`config.mk`:
```
export PLATFORM = sky130hd
export DESIGN_NAME = charge_code_linearizer
export DESIGN_NICKNAME = d
export VERILOG_FILES = /design/src/rtl/lin_pkg.sv /design/src/rtl/lin_mantissa.sv /design/src/rtl/lin_ped_bank.sv /design/src/rtl/lin_sub.sv /design/src/rtl/charge_code_linearizer.sv
export SDC_FILE = /design/constraint.sdc
export NUM_CORES = 1
export LEC_CHECK = 0
export ABC_AREA = 0
export BUFFER_PORTS_ARGS = -buffer_cell sky130_fd_sc_hd__buf_2
export CAP_MARGIN = 10
export CORE_MARGIN = 3
export CORE_UTILIZATION = 48
export CTS_CLUSTER_DIAMETER = 50
export DETAILED_ROUTE_END_ITERATION = 12
export GPL_TIMING_DRIVEN = 0
export HOLD_SLACK_MARGIN = 0.03
export PLACE_DENSITY = 0.75
export RECOVER_POWER = 50
export SKIP_LAST_GASP = 1
export SYNTH_ARGS = -nofsm -noshare
export SYNTH_HDL_FRONTEND = slang
export SYNTH_SLANG_ARGS = --single-unit
```
`constraint.sdc`:
```
create_clock -name clk -period 6.4 [get_ports clk]
set_input_delay 0.64 -clock clk [delete_from_list [all_inputs] [get_ports clk]]
set_output_delay 0.64 -clock clk [all_outputs]
set_load 0.01 [all_outputs]
```
`src/rtl/lin_pkg.sv`:
```
package lin_pkg;
  localparam int MANT_W   = 6;
  localparam int SEG_W    = 2;
  localparam int EXP_W    = 2;
  localparam int TAG_W    = 2;
  localparam int PED_W    = 8;
  localparam int EXP_STEP = 3;

  localparam int STEP_W = MANT_W - SEG_W;
  localparam int NSEG   = 1 << SEG_W;
  localparam int NEXP   = 1 << EXP_W;
  localparam int NTAG   = 1 << TAG_W;
  localparam int LIN_W  = STEP_W + NSEG;
  localparam int OUT_W  = LIN_W + EXP_STEP * (NEXP - 1);

  localparam int LIN_MAX = (((1 << (NSEG - 1)) - 1) << STEP_W)
                         + (((1 << STEP_W) - 1) << (NSEG - 1));
  localparam int OUT_MAX = LIN_MAX << (EXP_STEP * (NEXP - 1));
endpackage

```
`src/rtl/lin_mantissa.sv`:
```
module lin_mantissa
  import lin_pkg::*;
(
  input  logic [MANT_W-1:0] code,
  output logic [LIN_W-1:0]  pos
);
  logic [SEG_W-1:0]  seg;
  logic [STEP_W-1:0] step;
  logic [LIN_W-1:0]  cand [NSEG];

  assign seg  = code[MANT_W-1:STEP_W];
  assign step = code[STEP_W-1:0];

  // one candidate per segment: segment base plus step scaled by its bin width
  for (genvar s = 0; s < NSEG; s++) begin : g_seg
    localparam logic [LIN_W-1:0] BASE = LIN_W'(((1 << s) - 1) << STEP_W);
    assign cand[s] = BASE + (LIN_W'(step) << s);
  end

  assign pos = cand[seg];
endmodule

```
`src/rtl/lin_ped_bank.sv`:
```
module lin_ped_bank
  import lin_pkg::*;
(
  input  logic             clk,
  input  logic             rst_n,
  input  logic             we,
  input  logic [TAG_W-1:0] waddr,
  input  logic [PED_W-1:0] wdata,
  input  logic [TAG_W-1:0] raddr,
  output logic [PED_W-1:0] rdata
);
  logic [PED_W-1:0] bank [NTAG];

  for (genvar t = 0; t < NTAG; t++) begin : g_ent
    logic             en;
    logic [PED_W-1:0] q;
    assign en = we && (waddr == TAG_W'(t));
    always_ff @(posedge clk or negedge rst_n) begin
      if (!rst_n)  q <= '0;
      else if (en) q <= wdata;
    end
    assign bank[t] = q;
  end

  assign rdata = bank[raddr];
endmodule

```
`src/rtl/lin_sub.sv`:
```
module lin_sub
  import lin_pkg::*;
(
  input  logic             clk,
  input  logic             rst_n,
  input  logic             v_in,
  input  logic [OUT_W-1:0] value,
  input  logic [PED_W-1:0] ped,
  output logic             v_out,
  output logic [OUT_W-1:0] count,
  output logic             under
);
  logic [OUT_W:0]   diff;
  logic [OUT_W-1:0] cnt_d;
  logic             und_d;

  always_comb begin
    diff  = {1'b0, value} - {1'b0, (OUT_W)'(ped)};
    und_d = diff[OUT_W];
    cnt_d = und_d ? '0 : diff[OUT_W-1:0];
  end

  always_ff @(posedge clk or negedge rst_n) begin
    if (!rst_n) begin
      v_out <= 1'b0;
      count <= '0;
      under <= 1'b0;
    end else begin
      v_out <= v_in;
      if (v_in) begin
        count <= cnt_d;
        under <= und_d;
      end
    end
  end
endmodule

```
`src/rtl/charge_code_linearizer.sv`:
```
module charge_code_linearizer
  import lin_pkg::*;
(
  input  logic              clk,
  input  logic              rst_n,
  input  logic              in_valid,
  input  logic [MANT_W-1:0] in_mant,
  input  logic [EXP_W-1:0]  in_exp,
  input  logic [TAG_W-1:0]  in_tag,
  input  logic              ped_we,
  input  logic [TAG_W-1:0]  ped_addr,
  input  logic [PED_W-1:0]  ped_wdata,
  output logic              out_valid,
  output logic [OUT_W-1:0]  out_count,
  output logic              out_under
);
  logic [LIN_W-1:0] lin_pos;
  logic [PED_W-1:0] ped_sel;
  logic [OUT_W-1:0] scaled_d;

  logic             s1_valid_q;
  logic [OUT_W-1:0] s1_value_q;
  logic [PED_W-1:0] s1_ped_q;

  lin_mantissa u_mant (
    .code (in_mant),
    .pos  (lin_pos)
  );

  lin_ped_bank u_ped (
    .clk   (clk),
    .rst_n (rst_n),
    .we    (ped_we),
    .waddr (ped_addr),
    .wdata (ped_wdata),
    .raddr (in_tag),
    .rdata (ped_sel)
  );

  // stage 1 next state: range scaling
  always_comb begin
    scaled_d = (OUT_W)'(lin_pos) << (EXP_STEP * int'(in_exp));
  end

  // stage 1 registers: pedestal is captured before any same-cycle write lands
  always_ff @(posedge clk or negedge rst_n) begin
    if (!rst_n) begin
      s1_valid_q <= 1'b0;
      s1_value_q <= '0;
      s1_ped_q   <= '0;
    end else begin
      s1_valid_q <= in_valid;
      if (in_valid) begin
        s1_value_q <= scaled_d;
        s1_ped_q   <= ped_sel;
      end
    end
  end

  lin_sub u_sub (
    .clk   (clk),
    .rst_n (rst_n),
    .v_in  (s1_valid_q),
    .value (s1_value_q),
    .ped   (s1_ped_q),
    .v_out (out_valid),
    .count (out_count),
    .under (out_under)
  );
endmodule

```
==> results.yml <==
yosys:
  dominantRegCellSynth: "dfrtp_1"
  synth_top_family_by_area: "compound AO/OA/AOI/OAI gates"
  synthMuxAreaShare: 0.1493
  synth_area_um2: 4409
  synth.yosys.seq_area_share: 0.4370
  syn_area_per_cell_um2: 10.55
  yosysWarnings: 0
  syn_nets: 456
  async_reset_ff_frac: 1.000
  yosysUniqueCellTypes: 58
  ys_ff_latch: 77
  synth_compound_area_frac: 0.1785
  synthXorXnorAreaFrac: 0.01986
  yosys.area_share.simple: 0.1359
  synth-edff-count: 0
  synthAdderAreaFrac: 0.04143
  synthCells: 418
routing:
  met2_length_mm: 4.724
  wl_mm: 9.533
  vias: 3475
  drt_first_pass_iters: 4
  wl_met3_um: 355
  highest_layer: "met4"
  met1_length_mm: 4.372
  drtIter0Drc: 214
  ant_nets: 0
  via_per_inst: 5.961
  drc: 0
  wl_per_cell_um: 16.35
finish:
  fillers: 797
  layout_commonest_cell: "dfrtp_1"
  drive_gt1_frac: 0.2274
  area_delta_synth_final_pct: 12.49
  nets: 508
  final_cells: 583
  final_util: 0.5632
  n_antenna_cell: 0
  final_cell_mix: "dfrtp_1, buf_2, mux2_2"
worst_setup_path:
  cp_data_required_time_ps: 6200
  critPathArrivalTime_ps: 3580
  cp_top_family: "buffers and inverters"
  worst_setup_path_start_kind: "primary input"
  cp_common_cell: "clkbuf_1"
  max_stage_delay_ps: 2180
  crit_path_top_delay_cell: "clkbuf_1"
  cp_max_fo: 59
  crit_path_end_kind: "asynchronous set/reset pin"
  crit_chain: "clkbuf_1, clkbuf_1"
  path_class: "primary input to asynchronous set/reset pin"
  reg2reg_slack_ps: 3810
  cp_num_buf_inv: 2
outcome:
  outcome: "finished with violations"
  violations: "max-capacitance violations, max-slew violations"
timing:
  setup_violations: 0
  clock_skew_ps: 9.213
  hold_ws_ps: 384.0
  layout_min_cycle_time_ps: 3775
  rsz0062_at_grt: "no"
  hold_viol: 0
  finalCritPeriodShare: 0.5898
  setup_tns_ps: 0
  fmax_mhz: 264.9
  maxSlewHeadroom: -1.004
  worstMarginPinSlew_ps: 3006
  drv_slew: 60
clock_network:
  insertion_delay_ps: 350
  cts_buffer_depth: 2
  htree_levels: 3
  post_cts_buffers: 0
  cts_tree: "yes"
  cts.sinks: 77
  clk_pin_slew_ps: 90
  cts_resized: 0
  cts_hold_buf: 0
  cts_buffers: 9
  cts-root-buf: "clkbuf_8"
place:
  dp_cells: 567
  dpl.hpwl_mm: 7.119
  port_buffers: 39
  place_congestion: 0.9419
floorplanning:
  dieHeight_um: 101.8
  dieArea_um2: 10370
  num_rows: 34
  core-area_um2: 8806
  die_w_um: 101.8
  start_util: 0.5007
  ios: 43
global_routing:
  antenna_found_initial: 0
  grt_max_degree: 60
  globalRouteTotalUtil: 0.1959
  gr-total-overflow: 0
  grt_pass1_wl_mm: 16.42
  grt_pass1_vias: 3370
flow_run:
  max_cap_viol_count: 1
worst_hold_path:
  worstHoldPathType: "flip-flop to flip-flop"
pwr:
  p_per_area_nw_per_um2: 312.8
  peakVddDrop_mv: 0.1342
  p_leak_nw: 2.139
[worst register-to-register path, cell delays in order (launching register included)]
cell and delay [ps]:
dfrtp_1 390, ha_1 240, or4_1 490, buf_2 180, nor3_1 360, nand2_1 190, o21ai_0 250, buf_2 250
o2bb2ai_1 110
[worst paths after layout]
kind	from	end	cells after the start
max	rst_n	u_ped.g_ent[0].q[5]$_DFFE_PN0P_	2
min	s1_valid_q$_DFF_PN0_	u_sub.v_out$_DFF_PN0_	0
min reg2reg	s1_valid_q$_DFF_PN0_	u_sub.v_out$_DFF_PN0_	0
max in group clk	in_exp[0]	s1_value_q[9]$_DFFE_PN0P_	10
max reg2reg	s1_value_q[7]$_DFFE_PN0P_	u_sub.count[3]$_DFFE_PN0P_	8
min in group asynchronous	rst_n	u_sub.count[15]$_DFFE_PN0P_	1
[synth_stat cells, drive strengths merged (3+ instances only)]
cell type / number / share of area
dfrtp: 77 / 0.44
mux2: 36 / 0.092
nand2: 32 / 0.027
clkbuf: 23 / 0.020
nor2: 21 / 0.018
inv: 19 / 0.016
o21ai: 19 / 0.022
a21oi: 17 / 0.019
o2bb2ai: 14 / 0.028
ha: 13 / 0.037
nor3: 11 / 0.012
mux4: 9 / 0.046
nand3: 9 / 0.010
nor3b: 8 / 0.014
xnor2: 8 / 0.016
nand2b: 6 / 0.0085
nor2b: 6 / 0.0085
a211oi: 5 / 0.0096
a21o: 5 / 0.0085
a221o: 5 / 0.011
mux2i: 5 / 0.011
nor4: 5 / 0.0071
o211ai: 5 / 0.0085
or3: 4 / 0.0068
a2111oi: 3 / 0.0060
a31oi: 3 / 0.0043
nand3b: 3 / 0.0051
o21a: 3 / 0.0051
o221ai: 3 / 0.0060
o22ai: 3 / 0.0043
or2: 3 / 0.0043
[per-stage QoR]
| step | power (mW) | cell area [um^2] | setup WS, ps |
|---|---|---|---|
| global placement | 1.153 | 4740 | 3058 |
| CTS | 1.566 | 4990 | 3395 |
| detailed placement | 1.171 | 4777 | 3022 |
| finish | 1.551 | 4960 | 2625 |
| floorplan | 1.013 | 4409 | 3707 |
| global route | 1.653 | 4960 | 1894 |
[routing by layer]
| layer | GRT usage | vias to the layer above |
|---|---|---|
| met5 | 0 | - |
| met4 | 0.04339 | 0 |
| met3 | 0.03413 | 10 |
| met2 | 0.3365 | 87 |
| met1 | 0.2619 | 1707 |
| li1 | - | 1671 |
[sequential cells by signal, indices dropped and copies added, names as in the netlist]
name	count
u_ped.g_ent.q	32
u_sub.under	1
u_sub.count	17
s1_value_q	17
u_sub.v_out	1
s1_ped_q	8
s1_valid_q	1
[logic make-up after synthesis]
family          Yosys count
fa+ha+maj                14
compound gates          106
mux                      50
xor+xnor                 10
simple gates            117
flops                    77
buf+inv                  44
[power breakdown]
group          internal, mW  total, mW  switching [mW]
Combinational         0.234      0.513           0.279
Clock                 0.198      0.392           0.194
Sequential            0.592      0.646          0.0548
[layout make-up]
type                       instances  area (um^2)  share of cell area
multi-input combinational        297         2315              0.4667
sequential                        77         1927              0.3885
timing repair buffer              41        202.7             0.04087
clock buffer                      10        137.6             0.02775
tap                              108        135.1             0.02725
buffer                            25        96.34             0.01942
clock inverter                     6        75.07             0.01514
inverter                          19        71.32             0.01438
Note: power is estimated with default switching activity, not from simulation.
